[src/rtl/supply_key_decoder.sv]
module supply_key_decoder #(
  parameter int ACT_MIN  = 20,
  parameter int GAP_MIN  = 20,
  parameter int BLOW_MIN = 90
) (
  input  logic       clk,
  input  logic       rst_n,
  input  logic       lvl_mid,
  input  logic       lvl_high,
  input  logic       lock_set,
  output logic       sel_stb,
  output logic [2:0] sel_reg,
  output logic       sel_blow,
  output logic       addr_stb,
  output logic       blow_stb
);
  localparam int CW = $clog2(BLOW_MIN + 1);
  localparam int GW = $clog2(GAP_MIN + 1);

  localparam logic [2:0] R_POS_UP = 3'd0;
  localparam logic [2:0] R_NEG_UP = 3'd1;
  localparam logic [2:0] R_POS_DN = 3'd2;
  localparam logic [2:0] R_NEG_DN = 3'd3;
  localparam logic [2:0] R_FUSE   = 3'd4;
  localparam logic [2:0] R_MAG    = 3'd5;
  localparam logic [2:0] R_SIGN   = 3'd6;
  localparam logic [2:0] R_OUTLK  = 3'd7;

  typedef enum logic [2:0] {ST_IDLE, ST_H, ST_HMH, ST_TRY, ST_BLOW, ST_DEAD} st_t;

  wire act = lvl_mid | lvl_high;

  logic          in_pulse, gap_ok;
  logic [CW-1:0] act_cnt, hi_cnt;
  logic [GW-1:0] gap_cnt;

  always_ff @(posedge clk or negedge rst_n) begin
    if (!rst_n) begin
      in_pulse <= 1'b0;
      gap_ok   <= 1'b0;
      act_cnt  <= '0;
      hi_cnt   <= '0;
      gap_cnt  <= '0;
    end else if (act) begin
      gap_cnt <= '0;
      if (!in_pulse) begin
        in_pulse <= 1'b1;
        gap_ok   <= (gap_cnt >= GW'(GAP_MIN));
        act_cnt  <= CW'(1);
        hi_cnt   <= lvl_high ? CW'(1) : '0;
      end else begin
        if (act_cnt != CW'(BLOW_MIN)) act_cnt <= act_cnt + 1'b1;
        if (lvl_high && hi_cnt != CW'(BLOW_MIN)) hi_cnt <= hi_cnt + 1'b1;
      end
    end else begin
      in_pulse <= 1'b0;
      if (gap_cnt < GW'(GAP_MIN)) gap_cnt <= gap_cnt + 1'b1;
    end
  end

  wire p_end    = in_pulse & ~act & gap_ok;
  wire tok_blow = p_end & (hi_cnt >= CW'(BLOW_MIN));
  wire tok_high = p_end & (hi_cnt >= CW'(ACT_MIN)) & (hi_cnt < CW'(BLOW_MIN));
  wire tok_mid  = p_end & (hi_cnt < CW'(ACT_MIN)) & (act_cnt >= CW'(ACT_MIN));

  st_t        state, nxt_state;
  logic [3:0] cnt, nxt_cnt, cnt_inc;
  logic       want, w_blow, do_sel, do_addr, do_blow, nxt_mode;
  logic [2:0] w_id, nxt_reg;

  assign cnt_inc = (cnt == 4'd12) ? cnt : cnt + 4'd1;

  always_comb begin
    nxt_state = state;
    nxt_cnt   = cnt;
    want      = 1'b0;
    w_id      = R_POS_UP;
    w_blow    = 1'b0;
    do_addr   = 1'b0;
    do_blow   = 1'b0;
    do_sel    = 1'b0;
    nxt_reg   = sel_reg;
    nxt_mode  = sel_blow;
    case (state)
      ST_IDLE: begin
        if (tok_high) begin nxt_state = ST_H; nxt_cnt = '0; end
        else if (tok_mid || tok_blow) nxt_state = ST_DEAD;
      end
      ST_H: begin
        if (tok_mid) nxt_cnt = cnt_inc;
        else if (tok_blow) nxt_state = ST_DEAD;
        else if (tok_high) begin
          if (cnt == 4'd0) begin want = 1'b1; w_id = R_POS_UP; end
          else if (cnt == 4'd1) begin nxt_state = ST_HMH; nxt_cnt = '0; end
          else if (cnt == 4'd3) begin want = 1'b1; w_id = R_FUSE; end
          else nxt_state = ST_DEAD;
        end
      end
      ST_HMH: begin
        if (tok_mid) nxt_cnt = cnt_inc;
        else if (tok_blow) nxt_state = ST_DEAD;
        else if (tok_high) begin
          if (cnt == 4'd0) begin want = 1'b1; w_id = R_NEG_UP; end
          else if (cnt == 4'd11) begin want = 1'b1; w_id = R_SIGN; w_blow = 1'b1; end
          else nxt_state = ST_DEAD;
        end
      end
      ST_TRY: begin
        if (tok_mid) begin nxt_cnt = cnt_inc; do_addr = 1'b1; end
        else if (tok_blow) nxt_state = ST_DEAD;
        else if (tok_high) begin
          if (cnt == 4'd4 && sel_reg == R_POS_UP) begin want = 1'b1; w_id = R_POS_DN; end
          else if (cnt == 4'd4 && sel_reg == R_NEG_UP) begin want = 1'b1; w_id = R_NEG_DN; end
          else if (cnt == 4'd11 && sel_reg == R_POS_UP) begin want = 1'b1; w_id = R_MAG; w_blow = 1'b1; end
          else if (cnt == 4'd11 && sel_reg == R_FUSE) begin want = 1'b1; w_id = R_OUTLK; w_blow = 1'b1; end
          else nxt_state = ST_DEAD;
        end
      end
      ST_BLOW: begin
        if (tok_mid) do_addr = 1'b1;
        else if (tok_blow) do_blow = 1'b1;
        else if (tok_high) nxt_state = ST_DEAD;
      end
      default: nxt_state = ST_DEAD;
    endcase
    if (want) begin
      if (lock_set && w_id != R_FUSE) nxt_state = ST_DEAD;
      else begin
        do_sel    = 1'b1;
        nxt_reg   = w_id;
        nxt_mode  = w_blow;
        nxt_state = w_blow ? ST_BLOW : ST_TRY;
        nxt_cnt   = '0;
      end
    end
  end

  always_ff @(posedge clk or negedge rst_n) begin
    if (!rst_n) begin
      state    <= ST_IDLE;
      cnt      <= '0;
      sel_reg  <= R_POS_UP;
      sel_blow <= 1'b0;
      sel_stb  <= 1'b0;
      addr_stb <= 1'b0;
      blow_stb <= 1'b0;
    end else begin
      state    <= nxt_state;
      cnt      <= nxt_cnt;
      sel_reg  <= nxt_reg;
      sel_blow <= nxt_mode;
      sel_stb  <= do_sel;
      addr_stb <= do_addr;
      blow_stb <= do_blow;
    end
  end

  assert_strobe_excl_R8: assert property (@(posedge clk) disable iff (!rst_n)
    $onehot0({sel_stb, addr_stb, blow_stb}));
  assert_sel_single_R4: assert property (@(posedge clk) disable iff (!rst_n)
    sel_stb |=> !sel_stb);
  assert_blow_in_blow_mode_R9: assert property (@(posedge clk) disable iff (!rst_n)
    blow_stb |-> sel_blow);
  assert_lock_fuse_only_R11: assert property (@(posedge clk) disable iff (!rst_n)
    (sel_stb && $past(lock_set)) |-> (sel_reg == R_FUSE));
  assert_dead_sticky_R10: assert property (@(posedge clk) disable iff (!rst_n)
    (state == ST_DEAD) |=> (state == ST_DEAD) && !sel_stb && !addr_stb && !blow_stb);
  assert_sel_hold_R12: assert property (@(posedge clk) disable iff (!rst_n)
    ((sel_reg != $past(sel_reg)) || (sel_blow != $past(sel_blow))) |-> sel_stb);
endmodule

[config.mk]
export PLATFORM = sky130hd
export DESIGN_NAME = supply_key_decoder
export DESIGN_NICKNAME = d
export VERILOG_FILES = /design/src/rtl/supply_key_decoder.sv
export SDC_FILE = /design/constraint.sdc
export NUM_CORES = 1
export LEC_CHECK = 0
export BUFFER_PORTS_ARGS = -buffer_cell sky130_fd_sc_hd__buf_2
export CAP_MARGIN = 15
export CORE_ASPECT_RATIO = 1.75
export CORE_MARGIN = 5
export CORE_UTILIZATION = 65
export DETAILED_ROUTE_END_ITERATION = 10
export PLACE_DENSITY = 0.84
export SLEW_MARGIN = 20
export SYNTH_ARGS = -nofsm -noshare
export SYNTH_HDL_FRONTEND = slang
export SYNTH_SLANG_ARGS = --single-unit
[constraint.sdc]
create_clock -name clk -period 5.09 [get_ports clk]
set_input_delay 0.7635 -clock clk [delete_from_list [all_inputs] [get_ports clk]]
set_output_delay 0.7635 -clock clk [all_outputs]
set_load 0.01 [all_outputs]
=== Yosys cells after proc, flatten, opt, wreduce, memory -nomap -nowiden ===
Cells that the tools add are included.

* Register bits after elaboration: 35
* Bits of input ports: 5

* Add/sub/neg operators: 4
* Magnitude comparators: 7
* Eq/ne operators: 34
* Muxes and demuxes: 101
* Bitwise logic cells: 11
* Reduce and logical (&&, ||, !) cells: 18

{| class="wikitable"
|+ Operator list
! operator !! count
|-
| 3-bit 2-to-1 mux || 44
|-
| 4-bit != test, second input constant || 11
|-
| 4-bit 2-to-1 mux || 10
|-
| 1-bit 2-to-1 mux || 36
|-
| 7-bit 2-to-1 mux || 4
|-
| 3-bit != test, second input constant || 7
|-
| 18-bit AND reduction || 1
|-
| 3-bit one-hot mux with 5 select lines || 1
|-
| 7-bit by 1-bit adder with 7-bit output, second input constant || 2
|-
| 7-bit by 5-bit >= comparator with 1-bit output, second input constant || 2
|-
| 7-bit != test, second input constant || 2
|-
| 4-bit one-hot mux with 3 select lines || 1
|-
| 5-bit 2-to-1 mux || 2
|-
| 3-bit one-hot mux with 3 select lines || 1
|-
| 4-bit == test, second input constant || 2
|-
| 2-bit AND reduction || 4
|-
| 1-bit bitwise AND || 7
|-
| 7-bit >= comparator, second input constant || 1
|-
| 7-bit by 5-bit < comparator with 1-bit output, second input constant || 1
|-
| 7-bit < comparator, second input constant || 1
|-
| 3-bit by 1-bit == test with 1-bit output, second input constant || 2
|-
| 3-bit by 2-bit == test with 1-bit output, second input constant || 2
|-
| 3-bit == test, second input constant || 2
|-
| 1-bit logical AND || 6
|-
| other kinds (18) || 23
|}

=== Logic depth before layout (Yosys ltp) ===
Gate-level depths: netlist of the first run.

* Depth in word-level cells: 14
* Mapped depth: 9

=== Worst setup path after synthesis of the first run ===
OpenSTA, ideal clock, no wires.

* Path type: input-to-reg
* Start point: in lvl_high
* End point: reg cnt[0]
* Library setup time: 0.121 ns
* Arrival: 2.399 ns
* Required time: 4.969 ns
* Path slack: 2.570 ns
* Stages: 7
* Path buffers: 1
* Cells stage by stage: buf_2 -> and4bb_2 -> and4bb_1 -> or4_2 -> o21ai_1 -> a2bb2oi_1 -> nor2_1

* Longest elaborated chain between the ends: 14
* Elaborated cells on any way between the ends: 39
* Those cells by class: 1 x eq/ne; 28 x mux; 9 x bitwise; 1 x reduce/logical

{| class="wikitable"
|+ Ends and longest elaborated chain
! item !! line !! RTL
|-
| start, declared || 9 || <nowiki>input logic lvl_high,</nowiki>
|-
| 1-bit OR (*) || 31 || <nowiki>wire act = lvl_mid | lvl_high;</nowiki>
|-
| 1-bit NOT (*) || 61 || <nowiki>wire p_end = in_pulse & ~act & gap_ok;</nowiki>
|-
| 1-bit bitwise AND (*) (2 in a row) || 61 ||
|-
| 1-bit bitwise AND (2 in a row) || 63 || <nowiki>wire tok_high = p_end & (hi_cnt >= CW'(ACT_MIN)) & (hi_cnt < CW'(BLOW_MIN));</nowiki>
|-
| 3-bit 2-to-1 mux, on equally long branches || 111, 102, 92 ||
|-
| 3-bit 2-to-1 mux, on equally long branches || 110, 101, 91 ||
|-
| 3-bit 2-to-1 mux, on equally long branches || 109, 100, 90 ||
|-
| 3-bit one-hot mux with 3 select lines || 84 || <nowiki>case (state)</nowiki>
|-
| 3-bit != test || 127 || <nowiki>if (lock_set && w_id != R_FUSE) nxt_state = ST_DEAD;</nowiki>
|-
| 1-bit logical AND || 127 ||
|-
| 4-bit 2-to-1 mux || 127 ||
|-
| 4-bit 2-to-1 mux (*) || 126 || <nowiki>if (want) begin</nowiki>
|-
| via nxt_cnt[0] || 67 || <nowiki>logic [3:0] cnt, nxt_cnt, cnt_inc;</nowiki>
|-
| end signal, assigned || 149 || <nowiki>cnt <= nxt_cnt;</nowiki>
|-
| end, declared || 67 ||
|}

Mark *: on every way through the listed nets, which the timed path passes. The rest lies on a longest branch.
A chain may end at the register's enable or synchronous reset.

=== Final worst setup path of the first run ===
* Start point: reg cnt[0]
* End point: reg state[2]

* Longest elaborated chain between the ends: 14
* Elaborated cells on any way between the ends: 87
* Those cells by class: 23 x eq/ne; 57 x mux; 7 x reduce/logical

{| class="wikitable"
|+ Ends and longest elaborated chain
! item !! line !! RTL
|-
| 4-bit == test || 104, 114, 115 ||
|-
| 1-bit logical AND || 115 || <nowiki>else if (cnt == 4'd11 && sel_reg == R_FUSE) begin want = 1'b1; w_id = R_OUTLK; w_blow = 1'b1; end</nowiki>
|-
| 3-bit 2-to-1 mux || 115 ||
|-
| 3-bit 2-to-1 mux || 114 || <nowiki>else if (cnt == 4'd11 && sel_reg == R_POS_UP) begin want = 1'b1; w_id = R_MAG; w_blow = 1'b1; end</nowiki>
|-
| 3-bit 2-to-1 mux || 113 || <nowiki>else if (cnt == 4'd4 && sel_reg == R_NEG_UP) begin want = 1'b1; w_id = R_NEG_DN; end</nowiki>
|-
| 3-bit 2-to-1 mux || 112 || <nowiki>if (cnt == 4'd4 && sel_reg == R_POS_UP) begin want = 1'b1; w_id = R_POS_DN; end</nowiki>
|-
| 3-bit 2-to-1 mux || 111 || <nowiki>else if (tok_high) begin</nowiki>
|-
| 3-bit 2-to-1 mux || 110 || <nowiki>else if (tok_blow) nxt_state = ST_DEAD;</nowiki>
|-
| 3-bit 2-to-1 mux || 109 || <nowiki>if (tok_mid) begin nxt_cnt = cnt_inc; do_addr = 1'b1; end</nowiki>
|-
| 3-bit one-hot mux with 3 select lines || 84 ||
|-
| 3-bit != test || 127 ||
|-
| 1-bit logical AND || 127 ||
|-
| 3-bit 2-to-1 mux || 127 ||
|-
| 3-bit 2-to-1 mux || 126 ||
|-
| end signal, assigned || 148 || <nowiki>state <= nxt_state;</nowiki>
|-
| end, declared || 66 || <nowiki>st_t state, nxt_state;</nowiki>
|}

Parallel ways exist; a longest one is shown, timed or not. The select of a mux whose other input is x is not followed.

==> metrics, run 1 <==
status=complete, no violations; Die Ht=86.7 um; sequential-to-total area share from yosys stat=40.0%; maximum VDD drop=0.277 mV; number of diodes=0; clk_lat worst skew=290 ps; Die Span X=53.9 um; vias in the first global route=1852; Setup Crit Path Kind=reg -> reg; Num CTS Buffers=5; P_int=430 uW; setup repair after global routing missed its margin=false; Primary FF master, synth=dfrtp_1; sequential share of power=55.3%; DRT Pass-1 Iters=5; static leakage=1.09 nW; Tightest Pin Transition=887 ps; largest net degree at the start of global routing=36; clock sink count=35; crit path capture type=register; Combinational Power Share=12.7%; max cap viols=0; Fillers=293; Syn Area/Cell=8.61 um2; crit share post-route=50.6%; Yosys reg bits=35; RD Place Congestion=0.842; Post-CTS Resized=0; Initial Util=65.7%; synthesized area=0.00219 mm2; Sw Pwr=178 uW; number of port buffers=11; switching portion of total power=29.3%; largest registers=act_cnt x7, hi_cnt x7, gap_cnt x5; Clk pwr share=32.1%; Detail Route Antenna Nets=0; Hold Vio Cnt, Final=0; CP Launch Type=register; EDFF count, synth=0; Cells after Synth=254; area share of the largest cell type after synthesis=40.0%; area delta synth->final=5.32%; Post-CTS Hold Fix Bufs=0; GR Overflow Total=0; Synth area leaders=dfrtp_1, nand2_1, ha_1, nor2_1, a21oi_1; Syn Nets=269; YS warnings=0; Fmax=0.388 GHz; crit path DAT=2740 ps; Routed WL per cell=14.7 um; Worst slew margin=39.3%; initial antenna violation count=0; most frequent cells in the layout=dfrtp_1, nand2_1, nor2_1, a21oi_1; TNS Setup=0 ps; layout cells sized above 1=10.7%; worst hold-check path type=reg -> reg; DP Wirelength=3370 um; Initial DRC Count=57; first-pass GRT wire length=7980 um; GRT Resource Usage Total=23.3%; Nets=275; Via Count=1846; # rows=28; commonest non-fill, non-tap cell in the layout=dfrtp_1; Worst Slack Setup Final=2510 ps; H-tree levels=2; Critical Path RT=5250 ps; maximum net fanout on the critical path=8; num ports=12; drt drc=0; Max clock buf depth=2; full die area=0.00467 mm2; Cell variety after synth=58; dpl ws=2440 ps; CTS tree=done; clk slew on worst S/H paths=70 ps; minimum clock period=2580 ps; core box area=0.00333 mm2; async set-reset flop share out of synthesis=100%; WL final=4500 um; final setup vio count=0; Max Slew Vio Count=0; clk_skew=8.66 ps; Synth area leader=dfrtp_1; Clock Tree Root=clkbuf_8; vias per cell=6.03; pwr dens=264 mW/mm2; Post-CTS Setup Inserts=0
## worst paths after layout
check / cells past startpoint / slack (ps) / end / start
worst max-delay path: 8 / 2510 / state[2] / cnt[0]
min in group asynchronous: 1 / 550 / cnt[3] / rst_n
worst max register to register: 8 / 2510 / state[2] / cnt[0]
max in group asynchronous: 1 / 4040 / blow_stb / rst_n
worst min-delay path: 1 / 480 / sel_blow / sel_blow
worst min register to register: 1 / 480 / sel_blow / sel_blow
## worst max-delay path, cell delays in order, from the launching register on
cell      delay, ps
dfrtp_1         440
inv_1           110
ha_1            300
nand3b_1        140
o311a_1         310
a2111o_1        310
a221o_1         470
inv_1           250
a211oi_1        120
## synthesized netlist by cell type, drive strengths merged (4+ instances only)
cell type / instances
a21o: 4
a21oi: 16
a31oi: 6
and3: 4
buf: 7
clkbuf: 5
dfrtp: 35
ha: 10
inv: 14
nand2: 34
nand3: 10
nand4: 4
nor2: 30
nor3: 5
o21ai: 15
o31ai: 6
xor2: 4
## layout make-up
type                       count  area [um2]  area share [%]
clock buffer                   7        76.3            3.31
clock inverter                 1        5.00           0.217
inverter                      14        52.6            2.28
multi-input combinational    193        1180            51.3
sequential                    35         876            38.0
tap                           45        56.3            2.44
timing repair buffer          11        55.1            2.39
## through the flow
step / utilization [%] / instance area (um2) / hold WS [ps] / cells / power, mW
floorplan: - / 2190 / 468 / 254 / 0.396
global route: 69.2 / 2300 / 505 / 306 / 0.645
CTS: 69.2 / 2300 / 490 / 306 / 0.615
finish: 69.2 / 2300 / 482 / 306 / 0.608
global placement: 66.8 / 2220 / 473 / 298 / 0.415
detailed placement: 66.8 / 2220 / 475 / 298 / 0.418
## routing by layer
layer  GRT usage (%)  vias to the layer above  share of wire, %  wire length [um]
li1                -                      914                 -                 -
met1            22.4                      892                39              1740
met2            42.2                       28                55              2480
met3            5.68                       12               3.0               137
met4            13.3                        0               3.1               140
met5               0                        -                 0                 0
## power by group through the flow
| stage | sequential, mW | combinational [mW] | clock [mW] |
|---|---|---|---|
| 3_5_place_dp | 0.340 | 0.0780 | 0 |
| 2_1_floorplan | 0.323 | 0.0733 | 0 |
| 5_1_grt | 0.342 | 0.0909 | 0.212 |
| 4_1_cts | 0.335 | 0.0783 | 0.201 |
| 6_report | 0.336 | 0.0771 | 0.195 |
| 3_3_place_gp | 0.340 | 0.0752 | 0 |
## cell families after synthesis
| kind of cell | after synthesis | synth area share (%) |
|---|---|---|
| adders and majority gates | 10 | 5.72 |
| muxes | 2 | 1.03 |
| DFF | 35 | 40.0 |
| and+or+nand+nor | 109 | 24.9 |
| buffers and inverters | 26 | 5.89 |
| AOI/OAI and AO/OA | 66 | 20.0 |
| xor gates and xnor gates | 6 | 2.40 |
Power figures use the tool's default switching activity.
==> inputs of run 2 (changes only) <==
--- a/config.mk
+++ b/config.mk
@@ -5,13 +5,14 @@
 export SDC_FILE = /design/constraint.sdc
 export NUM_CORES = 1
 export LEC_CHECK = 0
+export ABC_AREA = 1
 export BUFFER_PORTS_ARGS = -buffer_cell sky130_fd_sc_hd__buf_2
 export CAP_MARGIN = 15
 export CORE_ASPECT_RATIO = 1.75
 export CORE_MARGIN = 5
-export CORE_UTILIZATION = 65
+export CORE_UTILIZATION = 61
 export DETAILED_ROUTE_END_ITERATION = 10
-export PLACE_DENSITY = 0.84
+export PLACE_DENSITY = 0.79
 export SLEW_MARGIN = 20
 export SYNTH_ARGS = -nofsm -noshare
 export SYNTH_HDL_FRONTEND = slang
==> constraint.sdc (replaced) <==
create_clock -name clk -period 2.5 [get_ports clk]
set_input_delay 0.375 -clock clk [delete_from_list [all_inputs] [get_ports clk]]
set_output_delay 0.375 -clock clk [all_outputs]
set_load 0.01 [all_outputs]
==> run 2 against run 1 <==
Compared with the run above:
- critical path depth is 5 higher
- via count grew 18%
- clock power grew to 3.1 times the previous value
- global-route usage rose by 0.77 points
- maximum frequency rose by 37%
- die area is 13% higher
- synthesized cell count up 30%
- first-iteration DRC count is 42% higher
- non-clock buffer count up 1
- clock skew hardly changed
- critical path type unchanged
- critical endpoint is now state[1]
- largest cell class unchanged
- largest power group unchanged
==> metrics, run 2 <==
status=complete, no violations; final setup vio count=0 (unchanged); final design instance area without fill=0.00261 mm2 (+13%); Die Span X=57.0 um (+5.9%); crit path capture type=register; Synth area leaders=dfrtp_1, nand2_1, inv_1, nand3_1, ha_1; Clock Tree Root=clkbuf_8; Post-CTS Setup Inserts=0 (unchanged); Initial Util=61.7% (-4.0 points); full die area=0.00527 mm2 (+13%); Nets=364 (+32%); # rows=30 (+7.1%); num ports=12 (unchanged); Max Slew Vio Count=0 (unchanged); RD Place Congestion=0.896 (+6.4%); Post-CTS Hold Fix Bufs=0 (unchanged); sequential share of power=45.9% (-9.4 points); area of the multi-input gates=0.00127 mm2 (+7.2%); crit path DAT=2040 ps (-700 ps); Initial DRC Count=81 (+42%); WL final=5610 um (+25%); Sw Pwr=377 uW (+110%); GRT Resource Usage Total=24.0% (+0.77 points); Worst Slack Setup Final=617 ps (-1900 ps); EDFF count, synth=0 (unchanged); P_int=1.07 mW (+150%); sequential-to-total area share from yosys stat=37.1% (-3.0 points); Worst slew margin=45.3% (+6.0 points); largest registers=act_cnt x7, hi_cnt x7, gap_cnt x5; Fmax=0.531 GHz (+37%); maximum net fanout on the critical path=8 (unchanged); CP Launch Type=register; dpl ws=674 ps (-1760 ps); Num CTS Buffers=5 (unchanged); core box area=0.00383 mm2 (+15%); Setup Crit Path Kind=reg -> reg; Fillers=347 (+18%); most frequent cells in the layout=nand2_1, inv_1, dfrtp_1, nand3_1, nor2_1; Max clock buf depth=2 (unchanged); CTS tree=done; clk_lat worst skew=290 ps (about the same); Die Ht=92.3 um (+6.4%); initial antenna violation count=0 (unchanged); first-pass GRT wire length=9940 um (+24%); count leader, synth=nand2_1; H-tree levels=2 (unchanged); area share of the largest cell type after synthesis=37.1% (-3.0 points); Yosys reg bits=35 (unchanged); Cell variety after synth=30 (-48%); number of port buffers=11 (unchanged); Detail Route Antenna Nets=0 (unchanged); Via Count=2182 (+18%); Syn Nets=346 (+29%); Critical Path RT=2650 ps (-2600 ps); clock sink count=35 (unchanged); Post-CTS Resized=0 (unchanged); vias in the first global route=2229 (+20%); Cells after Synth=331 (+30%); Primary FF master, synth=dfrtp_1; DP Wirelength=4160 um (+23%); post-route non-filler standard cell count=398 (+30%); DRT Pass-1 Iters=4 (-1); static leakage=1.34 nW (+23%); vias per cell=5.48 (-9.1%); max cap viols=0 (unchanged); Routed WL per cell=14.1 um (-4.0%); minimum clock period=1880 ps (-694 ps); Synth top cells by count=nand2_1, inv_1, dfrtp_1; area delta synth->final=10.6%; maximum VDD drop=0.474 mV (+71%); drt drc=0 (unchanged); dpl cell area=0.00248 mm2 (+12%); worst hold slack=168 ps (-314 ps); Syn Area/Cell=7.14 um2 (-17%); TNS Setup=0 ps (unchanged); Combinational Power Share=11.7% (-1.0 points); synthesized area=0.00236 mm2 (+8.0%); switching portion of total power=26.1% (-3.3 points); Clk pwr share=42.5% (+10 points); pwr dens=553 mW/mm2 (+110%); Tightest Pin Transition=820 ps (-66.8 ps); dpl cells=390 (+31%); clk slew on worst S/H paths=80 ps (about the same); GR Overflow Total=0 (unchanged); YS warnings=0 (unchanged); number of diodes=0 (unchanged); async set-reset flop share out of synthesis=100% (unchanged); largest net degree at the start of global routing=36 (unchanged); Hold Vio Cnt, Final=0 (unchanged); commonest non-fill, non-tap cell in the layout=nand2_1; Synth area leader=dfrtp_1; clk_skew=8.62 ps (-0.0451 ps); FF+latch area=876 um2 (unchanged); setup repair after global routing missed its margin=false; crit share post-route=75.3% (+25 points); layout cells sized above 1=13.7% (+3.0 points); worst hold-check path type=in -> async
==> run 2: layout make-up <==
class	count	share of cell area, %
multi-input cells	238	48.5
flip-flops and latches	35	33.5
inverters	57	8.19
clock buffers	6	2.78
repair buffers	12	2.39
clock inverters	2	2.30
well taps	48	2.30
==> run 2: kinds of logic after synthesis <==
| family | Yosys count | synth area share, % |
|---|---|---|
| compound gates | 47 | 10.4 |
| buf+inv | 58 | 9.27 |
| fa+ha+maj | 10 | 5.30 |
| flops | 35 | 37.1 |
| simple gates | 178 | 36.8 |
| xor+xnor | 3 | 1.11 |
==> run 2: critical path: stages, from the launching register on <==
cell	delay [ps]
dfrtp_1	420
inv_1	90
ha_1	140
inv_1	40
nor2_1	110
nand3_2	180
nand3_1	130
nand2_2	140
nand3_2	130
nand2_4	70
nand2_1	60
nand2_1	70
nand3_1	70
o21ai_0	100
==> run 2: per-layer routing <==
layer / vias up / wire (um) / GRT usage, %
met3: 16 / 142 / 4.46
met4: 0 / 194 / 12.8
li1: 1103 / - / -
met1: 1025 / 2110 / 25.3
met5: - / 0 / 0
met2: 38 / 3170 / 43.7
==> run 2: stage by stage <==
step	utilization, %	power, mW
finish	68.2	1.45
global route	68.2	1.52
CTS	68.2	1.45
detailed placement	64.8	0.840
global placement	64.8	0.832
floorplan	-	0.780
==> run 2: worst paths after layout <==
kind | startpoint | cells after the start | endpoint | slack, ps
min | rst_n | 1 | cnt[2] | 170
max reg2reg | hi_cnt[0] | 13 | state[1] | 620
max | hi_cnt[0] | 13 | state[1] | 620
min in group clk | lvl_mid | 4 | gap_cnt[2] | 380
min reg2reg | act_cnt[3] | 1 | act_cnt[3] | 510
max in group asynchronous | rst_n | 1 | sel_reg[0] | 1800
==> run 2: power groups by stage <==
stage               registers (mW)  logic (mW)  clock network, mW
floorplan                    0.659       0.121                  0
global placement             0.671       0.160                  0
CTS                          0.663       0.168              0.617
global route                 0.671       0.193              0.659
finish                       0.663       0.169              0.614
detailed placement           0.673       0.167                  0
